<file path="src/rtl/optg_pkg.sv">
package optg_pkg;

   localparam int BYTE_W      = 8;
   localparam int NUM_ENTRIES = 8;
   localparam int IDX_W       = $clog2(NUM_ENTRIES);

   // entry placement: the decode depends on these positions
   localparam int IDX_RDP  = 0;
   localparam int IDX_CFG  = 1;
   localparam int IDX_USR0 = 2;
   localparam int IDX_USR1 = 3;
   localparam int IDX_WP0  = 4;
   localparam int NUM_WP   = 4;
   localparam int NUM_GROUPS = NUM_WP * BYTE_W;

   typedef logic [2*BYTE_W-1:0] hword_t;
   localparam hword_t BLANK_HW = '1;

   typedef enum logic [1:0] {ES_BLANK, ES_GOOD, ES_BAD} entry_st_e;
   typedef enum logic [1:0] {ST_IDLE, ST_MERASE, ST_PROG, ST_ERASE} seq_st_e;

   function automatic hword_t pack_pair(input logic [BYTE_W-1:0] v);
      return {~v, v};
   endfunction

   function automatic entry_st_e classify(input hword_t h);
      if (h == BLANK_HW) return ES_BLANK;
      if (h[2*BYTE_W-1:BYTE_W] == ~h[BYTE_W-1:0]) return ES_GOOD;
      return ES_BAD;
   endfunction

endpackage

</file>
<file path="src/rtl/optg_store.sv">
module optg_store
   import optg_pkg::*;
(
   input  logic                           clk_i,
   input  logic                           rst_ni,
   input  logic                           clr_all_i,
   input  logic                           wr_en_i,
   input  logic [IDX_W-1:0]               wr_idx_i,
   input  logic [BYTE_W-1:0]              wr_val_i,
   output hword_t [NUM_ENTRIES-1:0]       ent_o,
   output logic   [NUM_ENTRIES-1:0]       blank_o
);

   hword_t [NUM_ENTRIES-1:0] ent_q;

   for (genvar e = 0; e < NUM_ENTRIES; e++) begin : g_ent
      always_ff @(posedge clk_i or negedge rst_ni) begin
         if (!rst_ni) begin
            ent_q[e] <= BLANK_HW;
         end else if (clr_all_i) begin
            ent_q[e] <= BLANK_HW;
         end else if (wr_en_i && (wr_idx_i == IDX_W'(e))) begin
            ent_q[e] <= pack_pair(wr_val_i);
         end
      end
      assign blank_o[e] = (classify(ent_q[e]) == ES_BLANK);
   end

   assign ent_o = ent_q;

   // an erase commit leaves every entry blank
   a_r5_erase_blanks: assert property (@(posedge clk_i) disable iff (!rst_ni)
      clr_all_i |=> (&blank_o));

   // the stored high byte is the complement of the value written
   a_r2_pair_stored: assert property (@(posedge clk_i) disable iff (!rst_ni)
      (wr_en_i && !clr_all_i) |=>
         (ent_q[$past(wr_idx_i)][2*BYTE_W-1:BYTE_W] == ~$past(wr_val_i)));

endmodule

</file>
<file path="src/rtl/optg_decode.sv">
module optg_decode
   import optg_pkg::*;
#(
   parameter int               NUM_PAGES    = 64,
   parameter logic [BYTE_W-1:0] RDP_OFF_CODE = 8'hFA
) (
   input  hword_t [NUM_ENTRIES-1:0] ent_i,
   output logic                     rdp_active_o,
   output logic [NUM_PAGES-1:0]     page_wp_o,
   output logic                     cfg_hw_wdg_o,
   output logic                     cfg_rst_stop_o,
   output logic                     cfg_rst_stby_o,
   output logic [BYTE_W-1:0]        usr0_o,
   output logic [BYTE_W-1:0]        usr1_o
);

   localparam int PG_PER_GRP = NUM_PAGES / NUM_GROUPS;

   if ((NUM_PAGES % NUM_GROUPS) != 0 || NUM_PAGES < NUM_GROUPS) begin : g_bad_pages
      $error("NUM_PAGES must be a nonzero multiple of the group count");
   end

   // read protection: only a good entry holding the release code lifts it
   entry_st_e rdp_st;
   assign rdp_st       = classify(ent_i[IDX_RDP]);
   assign rdp_active_o = !((rdp_st == ES_GOOD) &&
                           (ent_i[IDX_RDP][BYTE_W-1:0] == RDP_OFF_CODE));

   // group masks, one byte per mask entry
   logic [NUM_GROUPS-1:0] grp_wp;
   for (genvar w = 0; w < NUM_WP; w++) begin : g_mask
      entry_st_e st;
      assign st = classify(ent_i[IDX_WP0 + w]);
      always_comb begin
         unique case (st)
            ES_BLANK: grp_wp[w*BYTE_W +: BYTE_W] = '0;
            ES_GOOD:  grp_wp[w*BYTE_W +: BYTE_W] = ent_i[IDX_WP0 + w][BYTE_W-1:0];
            default:  grp_wp[w*BYTE_W +: BYTE_W] = '1;
         endcase
      end
   end

   // page fan-out of the groups
   if (PG_PER_GRP == 1) begin : g_direct
      for (genvar p = 0; p < NUM_PAGES; p++) begin : g_pg
         assign page_wp_o[p] = rdp_active_o | grp_wp[p];
      end
   end else begin : g_spread
      for (genvar p = 0; p < NUM_PAGES; p++) begin : g_pg
         assign page_wp_o[p] = rdp_active_o | grp_wp[p / PG_PER_GRP];
      end
   end

   // configuration entry, active-low fields
   entry_st_e cfg_st;
   logic [BYTE_W-1:0] cfg_v;
   assign cfg_st = classify(ent_i[IDX_CFG]);
   assign cfg_v  = ent_i[IDX_CFG][BYTE_W-1:0];

   always_comb begin
      unique case (cfg_st)
         ES_BLANK: {cfg_rst_stby_o, cfg_rst_stop_o, cfg_hw_wdg_o} = 3'b000;
         ES_GOOD:  {cfg_rst_stby_o, cfg_rst_stop_o, cfg_hw_wdg_o} = ~cfg_v[2:0];
         default:  {cfg_rst_stby_o, cfg_rst_stop_o, cfg_hw_wdg_o} = 3'b111;
      endcase
   end

   logic unused_cfg;
   assign unused_cfg = ^cfg_v[BYTE_W-1:3];

   // user bytes
   assign usr0_o = (classify(ent_i[IDX_USR0]) == ES_BAD) ? '1 : ent_i[IDX_USR0][BYTE_W-1:0];
   assign usr1_o = (classify(ent_i[IDX_USR1]) == ES_BAD) ? '1 : ent_i[IDX_USR1][BYTE_W-1:0];

endmodule

</file>
<file path="src/rtl/optg_seq.sv">
module optg_seq
   import optg_pkg::*;
#(
   parameter int                PROG_CYC     = 4,
   parameter int                ERASE_CYC    = 8,
   parameter logic [BYTE_W-1:0] RDP_OFF_CODE = 8'hFA
) (
   input  logic              clk_i,
   input  logic              rst_ni,
   input  logic              unlock_i,
   input  logic              erase_cmd_i,
   input  logic              prog_cmd_i,
   input  logic [IDX_W-1:0]  prog_idx_i,
   input  logic [BYTE_W-1:0] prog_val_i,
   input  logic              target_blank_i,
   input  logic              rdp_active_i,
   input  logic              merase_done_i,
   output logic              busy_o,
   output logic              merase_req_o,
   output logic              clr_all_o,
   output logic              wr_en_o,
   output logic [IDX_W-1:0]  wr_idx_o,
   output logic [BYTE_W-1:0] wr_val_o,
   output logic              merase_seen_o
);

   localparam int MAX_CYC = (PROG_CYC > ERASE_CYC) ? PROG_CYC : ERASE_CYC;
   localparam int CNT_W   = $clog2(MAX_CYC + 1);

   if (PROG_CYC < 1 || ERASE_CYC < 1) begin : g_bad_cyc
      $error("operation lengths must be at least one cycle");
   end

   seq_st_e           st_q;
   logic [CNT_W-1:0]  cnt_q;
   logic [IDX_W-1:0]  idx_q;
   logic [BYTE_W-1:0] val_q;
   logic              seen_q;

   logic idle, take_erase, take_prog, drop_rdp, last_prog, last_erase;

   assign idle       = (st_q == ST_IDLE);
   assign take_erase = idle && unlock_i && erase_cmd_i;
   assign take_prog  = idle && unlock_i && prog_cmd_i && !erase_cmd_i && target_blank_i;
   assign drop_rdp   = (prog_idx_i == IDX_W'(IDX_RDP)) && (prog_val_i == RDP_OFF_CODE)
                       && rdp_active_i;
   assign last_prog  = (st_q == ST_PROG)  && (cnt_q == CNT_W'(PROG_CYC - 1));
   assign last_erase = (st_q == ST_ERASE) && (cnt_q == CNT_W'(ERASE_CYC - 1));

   always_ff @(posedge clk_i or negedge rst_ni) begin
      if (!rst_ni) begin
         st_q   <= ST_IDLE;
         cnt_q  <= '0;
         idx_q  <= '0;
         val_q  <= '0;
         seen_q <= 1'b0;
      end else begin
         unique case (st_q)
            ST_IDLE: begin
               cnt_q <= '0;
               if (take_erase) begin
                  st_q <= ST_ERASE;
               end else if (take_prog) begin
                  idx_q <= prog_idx_i;
                  val_q <= prog_val_i;
                  st_q  <= drop_rdp ? ST_MERASE : ST_PROG;
               end
            end
            ST_MERASE: begin
               if (merase_done_i) begin
                  st_q   <= ST_PROG;
                  seen_q <= 1'b1;
                  cnt_q  <= '0;
               end
            end
            ST_PROG: begin
               if (last_prog) begin
                  st_q   <= ST_IDLE;
                  seen_q <= 1'b0;
               end else begin
                  cnt_q <= cnt_q + 1'b1;
               end
            end
            ST_ERASE: begin
               if (last_erase) st_q <= ST_IDLE;
               else            cnt_q <= cnt_q + 1'b1;
            end
            default: st_q <= ST_IDLE;
         endcase
      end
   end

   assign busy_o        = !idle;
   assign merase_req_o  = (st_q == ST_MERASE);
   assign clr_all_o     = last_erase;
   assign wr_en_o       = last_prog;
   assign wr_idx_o      = idx_q;
   assign wr_val_o      = val_q;
   assign merase_seen_o = seen_q;

   // nothing starts while locked
   a_r10_locked_stays_idle: assert property (@(posedge clk_i) disable iff (!rst_ni)
      (idle && !unlock_i) |=> (st_q == ST_IDLE));

   // a lone program into a written entry never starts an operation
   a_r4_nonblank_ignored: assert property (@(posedge clk_i) disable iff (!rst_ni)
      (idle && prog_cmd_i && !erase_cmd_i && !target_blank_i) |=> (st_q == ST_IDLE));

endmodule

</file>
<file path="src/rtl/optbyte_guard.sv">
module optbyte_guard
   import optg_pkg::*;
#(
   parameter int                NUM_PAGES    = 64,
   parameter int                PROG_CYC     = 4,
   parameter int                ERASE_CYC    = 8,
   parameter logic [BYTE_W-1:0] RDP_OFF_CODE = 8'hFA
) (
   input  logic                 clk_i,
   input  logic                 rst_ni,
   input  logic                 unlock_i,
   input  logic                 erase_sel_i,
   input  logic                 start_i,
   input  logic                 prog_sel_i,
   input  logic                 wr_valid_i,
   input  logic [2:0]           wr_idx_i,
   input  logic [15:0]          wr_data_i,
   output logic                 busy_o,
   output logic                 merase_req_o,
   input  logic                 merase_done_i,
   input  logic                 dbg_mode_i,
   input  logic                 rd_req_i,
   output logic                 rd_grant_o,
   output logic                 rdp_active_o,
   output logic [NUM_PAGES-1:0] page_wp_o,
   output logic                 cfg_hw_wdg_o,
   output logic                 cfg_rst_stop_o,
   output logic                 cfg_rst_stby_o,
   output logic [7:0]           usr0_o,
   output logic [7:0]           usr1_o
);

   if (IDX_W != 3 || BYTE_W != 8) begin : g_bad_geom
      $error("port widths assume eight byte-wide entries");
   end

   hword_t [NUM_ENTRIES-1:0] ent;
   logic   [NUM_ENTRIES-1:0] blank;
   logic                     clr_all, wr_en, merase_seen;
   logic   [IDX_W-1:0]       st_idx;
   logic   [BYTE_W-1:0]      st_val;

   logic unused_hi;
   assign unused_hi = ^wr_data_i[15:8];

   optg_seq #(
      .PROG_CYC     (PROG_CYC),
      .ERASE_CYC    (ERASE_CYC),
      .RDP_OFF_CODE (RDP_OFF_CODE)
   ) seq_i (
      .clk_i          (clk_i),
      .rst_ni         (rst_ni),
      .unlock_i       (unlock_i),
      .erase_cmd_i    (erase_sel_i && start_i),
      .prog_cmd_i     (prog_sel_i && wr_valid_i),
      .prog_idx_i     (wr_idx_i),
      .prog_val_i     (wr_data_i[7:0]),
      .target_blank_i (blank[wr_idx_i]),
      .rdp_active_i   (rdp_active_o),
      .merase_done_i  (merase_done_i),
      .busy_o         (busy_o),
      .merase_req_o   (merase_req_o),
      .clr_all_o      (clr_all),
      .wr_en_o        (wr_en),
      .wr_idx_o       (st_idx),
      .wr_val_o       (st_val),
      .merase_seen_o  (merase_seen)
   );

   optg_store store_i (
      .clk_i     (clk_i),
      .rst_ni    (rst_ni),
      .clr_all_i (clr_all),
      .wr_en_i   (wr_en),
      .wr_idx_i  (st_idx),
      .wr_val_i  (st_val),
      .ent_o     (ent),
      .blank_o   (blank)
   );

   optg_decode #(
      .NUM_PAGES    (NUM_PAGES),
      .RDP_OFF_CODE (RDP_OFF_CODE)
   ) dec_i (
      .ent_i          (ent),
      .rdp_active_o   (rdp_active_o),
      .page_wp_o      (page_wp_o),
      .cfg_hw_wdg_o   (cfg_hw_wdg_o),
      .cfg_rst_stop_o (cfg_rst_stop_o),
      .cfg_rst_stby_o (cfg_rst_stby_o),
      .usr0_o         (usr0_o),
      .usr1_o         (usr1_o)
   );

   assign rd_grant_o = rd_req_i && !(rdp_active_o && dbg_mode_i);

   // protection only drops after an acknowledged mass erase
   a_r6_erase_before_drop: assert property (@(posedge clk_i) disable iff (!rst_ni)
      $fell(rdp_active_o) |-> $past(merase_seen));

   // the mass-erase request is only open while protection still holds
   a_r6_req_while_active: assert property (@(posedge clk_i) disable iff (!rst_ni)
      merase_req_o |-> rdp_active_o);

   // active read protection locks every page
   a_r8_rdp_locks_all: assert property (@(posedge clk_i) disable iff (!rst_ni)
      rdp_active_o |-> (&page_wp_o));

   // debug reads are refused under protection
   a_r7_dbg_blocks_read: assert property (@(posedge clk_i) disable iff (!rst_ni)
      (rdp_active_o && dbg_mode_i) |-> !rd_grant_o);

endmodule

</file>
<file path="config.mk">
export PLATFORM = sky130hd
export DESIGN_NAME = optbyte_guard
export DESIGN_NICKNAME = d
export VERILOG_FILES = /design/src/rtl/optg_pkg.sv /design/src/rtl/optg_store.sv /design/src/rtl/optg_decode.sv /design/src/rtl/optg_seq.sv /design/src/rtl/optbyte_guard.sv
export SDC_FILE = /design/constraint.sdc
export NUM_CORES = 1
export LEC_CHECK = 0
export ABC_AREA = 1
export CORE_MARGIN = 3
export CORE_UTILIZATION = 55
export CTS_CLUSTER_SIZE = 24
export DETAILED_ROUTE_END_ITERATION = 8
export GPL_ROUTABILITY_DRIVEN = 0
export PLACE_DENSITY = 0.81
export SYNTH_ARGS = -nofsm -noshare
export SYNTH_HDL_FRONTEND = slang
export SYNTH_SLANG_ARGS = --single-unit
</file>
<file path="constraint.sdc">
create_clock -name clk_i -period 2 [get_ports clk_i]
set_input_delay 0.2 -clock clk_i [delete_from_list [all_inputs] [get_ports clk_i]]
set_output_delay 0.2 -clock clk_i [all_outputs]
set_load 0.02 [all_outputs]
</file>
Word-level counts from Yosys, hierarchy flattened
Cells that the tools add are included.
W data, S select, Z words.
- register bits: 145
- input port bits: 29
- logic and storage cells: 243
- output and inout port bits: 87
- magnitude comparators: 1
- bitwise logic cells: 43
- equality and inequality tests: 44
- reduce and logical (&&, ||, !) cells: 48
- muxes and demuxes: 94
- add/sub/neg operators: 1
- operators by type and width (kind ; count):
    $mux W16 ; 16
    $eq A16 B16 Y1 const B ; 8
    $mux W2 ; 38
    $not A8 Y8 ; 9
    $eq A8 B8 Y1 ; 8
    $pmux W8 S2 ; 4
    $or A1 B1 Y1 ; 32
    $mux W1 ; 25
    $logic_and A1 B1 Y1 ; 22
    $logic_not A2 Y1 ; 9
    $eq A8 B8 Y1 const B ; 2
    $mux W8 ; 2
    $pmux W4 S4 ; 1
    $reduce_bool A2 Y1 ; 8
    $eq A2 B1 Y1 const B ; 7
    $eq A3 B3 Y1 const B ; 4
    $mux W4 ; 3
    $eq A2 B2 Y1 const B ; 4
    $pmux W2 S4 ; 1
    $eq A3 B2 Y1 const B ; 2
    $logic_not A3 Y1 ; 2
    $ne A2 B2 Y1 const B ; 3
    $pmux W1 S2 ; 3
    $reduce_and A3 Y1 ; 2
    other kinds (12) ; 16

Depth between registers and ports, before layout
- depth after elaboration: 14
- depth in mapped cells: 12

By module
Synthesis repeated with hierarchy kept, for this count alone.
- cells, all modules: 1297
- area, all modules: 9027.4 um2
- modules (own cells, without submodules) (module ; instances ; cells each ; area each (um2)):
    optg_store ; 1 ; 715 ; 5958.2
    optg_decode ; 1 ; 418 ; 1973.1
    optg_seq ; 1 ; 131 ; 963.4
    optbyte_guard ; 1 ; 33 ; 132.6

Least setup slack after synthesis
No wires, ideal clock.
- kind: reg2out
- start point: reg store_i.ent_q, in the netlist store_i.ent_o[6]
- end point: out page_wp_o[17]
- buffers on the path: 1
- path slack: -0.247 ns
- cell stages (with the launch flop): 8
- arrival: 2.047 ns
- required time: 1.800 ns
- cells stage by stage: dfstp_2 -> nand4_1 -> nand3b_1 -> nor2_1 -> nand2_1 -> a21oi_1 -> o21ai_0 -> buf_4
- cells in the longest elaborated chain, start to end: 10
- elaborated cells between the ends (all ways): 14
- RTL lines (what ; line ; RTL):
    start, declared ; optg_store.sv:14 ; hword_t [NUM_ENTRIES-1:0] ent_q;
    start signal, assigned by index ; optg_store.sv:23 ; ent_q[e] <= pack_pair(wr_val_i);
    $not A8 Y8 ; optg_pkg.sv:28 ; if (h[2*BYTE_W-1:BYTE_W] == ~h[BYTE_W-1:0]) return ES_GOOD;
    $eq A8 B8 Y1 ; optg_pkg.sv:28 ;
    $mux W1 (2 in a row) ; optg_pkg.sv:28 ;
    $mux W2 ; optg_pkg.sv:29 ; return ES_BAD;
    $mux W2 ; optg_pkg.sv:28 ;
    $eq A2 B1 Y1 ; optg_decode.sv:26 ; assign rdp_active_o = !((rdp_st == ES_GOOD) &&
    $logic_and A1 B1 Y1 * ; optg_decode.sv:26 ;
    $logic_not A1 Y1 * ; optg_decode.sv:26 ;
    named net rdp_active_o ; optbyte_guard.sv:24 ; output logic rdp_active_o,
    $or A1 B1 Y1 * ; - ;
    end, declared ; optbyte_guard.sv:25 ; output logic [NUM_PAGES-1:0] page_wp_o,
The timed path passes the listed nets; every way through them passes the cells marked *. The select of a mux whose other input is x is not followed.

Worst setup path after layout
- start point: reg store_i.ent_q, in the netlist store_i.ent_o[5]
- end point: out page_wp_o[4]
- cells in the longest elaborated chain, start to end: 10
- elaborated cells between the ends (all ways): 14
- RTL lines (what ; line ; RTL):
    $not A8 Y8 ; optg_pkg.sv:28 ;
    $eq A8 B8 Y1 ; optg_pkg.sv:28 ;
    $mux W1 (2 in a row) ; optg_pkg.sv:28 ;
    $mux W2 ; optg_pkg.sv:29 ;
    $mux W2 ; optg_pkg.sv:28 ;
    $eq A2 B1 Y1 ; optg_decode.sv:26 ;
    $logic_and A1 B1 Y1 * ; optg_decode.sv:26 ;
    $logic_not A1 Y1 * ; optg_decode.sv:26 ;
    $or A1 B1 Y1 * ; optg_decode.sv:50 ; assign page_wp_o[p] = rdp_active_o | grp_wp[p / PG_PER_GRP];
Every way passes the cells marked *; elsewhere a longest branch is shown, timed or not. The select of a mux whose other input is x is not followed.

==> impl_metrics.py <==
metrics = {
    "finish": {
        "insertedDiodeCount": 0,
        "fin_cells": 1383,
        "n_fill_cell": 746,
        "areaGrowthSynthToFinish_pct": 43.7,
        "nNetsFinal": 1226,
        "drive_gt1_share_pct": 42.7,
        "design_area_sq_um": 11000,
    },
    "worst_setup_path": {
        "reg2reg_depth": 12,
        "startpoint": "store_i.ent_o[5]$_DFFE_PN1P_",
        "crit_required_ps": 1800,
        "worst_path_dominant_cell_family": "simple AND/OR/NAND/NOR gates",
        "regToRegSetupSlack_ps": 60,
        "arrival_ps": 2250,
        "slowest_delay_ps": 560,
        "slowest_stage": "dfstp_2",
        "endpoint_kind": "output pin",
        "startpoint_type": "flop",
        "cp_max_fo": 7,
        "r2r-end": "seq_i.wr_val_o[3]$_DFFE_PN0P_",
        "crit_end": "page_wp_o[4]",
        "critPathKind": "flop to output pin",
        "cp.depth": 9,
        "path_buf_inv": 4,
        "cp_cell_sequence": "nand4_1 -> nand3b_1 -> nor2_2 -> nand2_4 -> buf_12 -> inv_12 -> buf_6 -> nand3_1 -> buf_2",
        "r2r-start": "store_i.ent_o[15]$_DFFE_PN1P_",
    },
    "clock_network": {
        "cts_max_level": 4,
        "numCtsBuffers": 17,
        "tritoncts": "done",
        "clock_sinks": 145,
        "clk_pin_slew_ps": 60,
        "clockBufferDepth": 2,
        "insertion_delay_ps": 430,
        "cts-root-buf": "clkbuf_16",
    },
    "synthesis": {
        "yosys_most_used_dff": "dfstp_2",
        "yosys_register_bits": 145,
        "syn_inst": 976,
        "synth_edf_count": 0,
        "synthTopCellsByCount": "204 x nand2_1, 175 x nor2_1, 128 x dfstp_2",
        "synth_area_leader_cell": "dfstp_2",
        "syn_avg_cell_area_sq_um": 7.86,
        "synth.distinct_cells": 39,
        "synth.area.top_cells": "dfstp_2 44%, nand2_1 10%, nor2_1 8.6%",
        "yosys_warnings": 0,
        "yosysTopAreaCellShare_pct": 43.8,
        "synth_nets": 1006,
        "syn-cell-area_sq_um": 7680,
        "yosysMostFrequentCell": "nand2_1",
        "async_reset_ff_share_pct": 100,
        "yosysSeqAreaShare_pct": 49.4,
    },
    "timing": {
        "tightest_slew_ps": 533,
        "worst_hold_slack_ps": 325,
        "worst_slack_ps": -451,
        "setup_violations": 85,
        "fin_tns_setup_ps": -25610,
        "rsz0062_at_grt": "true",
        "skew_ps": 6.28,
        "relSlewSlack_pct": 64.4,
        "maxSlewViolCount": 0,
        "hold_violations": 0,
        "fin_crit_sh_pct": 123,
        "fmax_mhz": 408,
        "period_needed_ps": 2450,
    },
    "floorplanning": {
        "ios": 116,
        "dieArea_sq_um": 15400,
        "coreArea_sq_um": 13500,
        "chipWidth_microns": 124,
        "initial_utilization_pct": 57.1,
        "row_count": 42,
        "dieHeight_microns": 124,
    },
    "drt": {
        "first_iter_violations": 753,
        "route.detailed.drc": 0,
        "wl_per_cell_microns": 18.1,
        "drtPass1Iterations": 5,
        "ant_nets": 0,
        "via_per_inst": 5.73,
        "routed_wirelength_microns": 25000,
        "vias": 7919,
    },
    "global_route": {
        "grt_max_degree": 56,
        "grt.overflow.total": 0,
        "antenna_found_initial": 0,
        "grt_usage_pct": 30.9,
        "grt_pass1_vias": 7344,
        "grt_first_pass_wirelength_microns": 36200,
    },
    "hold_path": {
        "min_path_type": "input port to asynchronous set/reset pin",
    },
    "pwr": {
        "power.density_nw_per_um2": 1270,
        "leakage_nw": 4.57,
        "ir_drop_v": 0.000933,
    },
    "run_status": {
        "status": "complete, but fails checks",
        "violations": "negative setup slack",
    },
    "placed_design": {
        "placed_cells": 1311,
        "dp_hpwl_microns": 14900,
        "place_ws_ps": -334,
        "io_buffers": 107,
        "placed_cell_area_sq_um": 9570,
    },
    "flow_run": {
        "maxCapViolCount": 0,
    },
}
[routing by layer]
layer  wire (microns)  part of all wire, %  up-vias  track usage, %
li1                 -                    -     3588               -
met1             9520                   38     3778            39.1
met2            12200                   49      433            50.3
met3             1950                  7.8      120            6.04
met4             1340                  5.3        0            16.4
met5                0                    0        -               0
[registers in the layout (all words and copies together), names as in the netlist]
name            count
seq_i.cnt_q         4
seq_i.st_q          2
seq_i.wr_idx_o      3
seq_i.wr_val_o      8
store_i.ent_o     128
[worst min path at each step]
stage          startpoint                       endpoint  slack [ps]  depth (start not counted)
2_1_floorplan      rst_ni     seq_i.cnt_q[0]$_DFFE_PN0P_        -100                          0
3_3_place_gp       rst_ni     seq_i.cnt_q[2]$_DFFE_PN0P_         200                          1
3_5_place_dp       rst_ni  seq_i.wr_idx_o[0]$_DFFE_PN0P_         200                          1
4_1_cts            rst_ni  seq_i.wr_idx_o[0]$_DFFE_PN0P_         320                          2
5_1_grt            rst_ni  seq_i.wr_idx_o[0]$_DFFE_PN0P_         350                          2
6_report           rst_ni  seq_i.wr_idx_o[0]$_DFFE_PN0P_         320                          2
[timing repair]
action / in CTS / in global routing
gates resized for setup: 454 / 153
hold buffers: 1 / 0
setup endpoints to repair: 107 / 230
buffers inserted: 29 / 14
pin swaps: 17 / 29
gates cloned: 1 / 1
endpoints found under the hold margin: 10 / 0
[cells by family after synthesis]
logic type / Yosys count / share of synthesized area, %
compound gates: 189 / 13.3
xor+xnor: 3 / 0.342
fa+ha+maj: 1 / 0.163
buf+inv: 157 / 10.2
flops: 145 / 49.4
simple gates: 481 / 26.6
[cell usage in the layout, fill, tap and decap left out, types with 17 or more instances in the layout]
cell and count:
clkdlybuf4s50_1 20, buf_4 122, o21ai_0 41, buf_2 32
clkbuf_16 17, buf_6 72, dfstp_2 128, nor2_1 160
nand3_1 49, nand2_2 28, inv_1 88, dfrtp_1 17
nand2_1 173, a21oi_1 92
[stage by stage]
| step | utilization (%) | power [W] |
|---|---|---|
| global placement | 71.2 | 0.00986 |
| finish | 82.0 | 0.0140 |
| global route | 82.0 | 0.0147 |
| detailed placement | 71.2 | 0.0101 |
| floorplan | - | 0.00784 |
| CTS | 78.9 | 0.0135 |
[report_power, final]
| group | switching, W | leakage [nW] | total (W) | internal [W] |
|---|---|---|---|---|
| sequential | 0.000954 | 1.55 | 0.00567 | 0.00471 |
| combinational | 0.00302 | 2.73 | 0.00506 | 0.00204 |
| clock | 0.00126 | 0.293 | 0.00325 | 0.00199 |
[layout make-up]
type	instances	area [sq um]	share of cell area, %
sequential	145	3790	34.4
multi-input combinational	675	3700	33.6
timing repair buffer	259	2330	21.1
clock buffer	18	439	3.98
inverter	97	379	3.44
tap	176	220	2.00
clock inverter	12	158	1.43
timing repair inverter	1	8.76	0.0794
No activity file was read; power rests on OpenSTA's default activity.
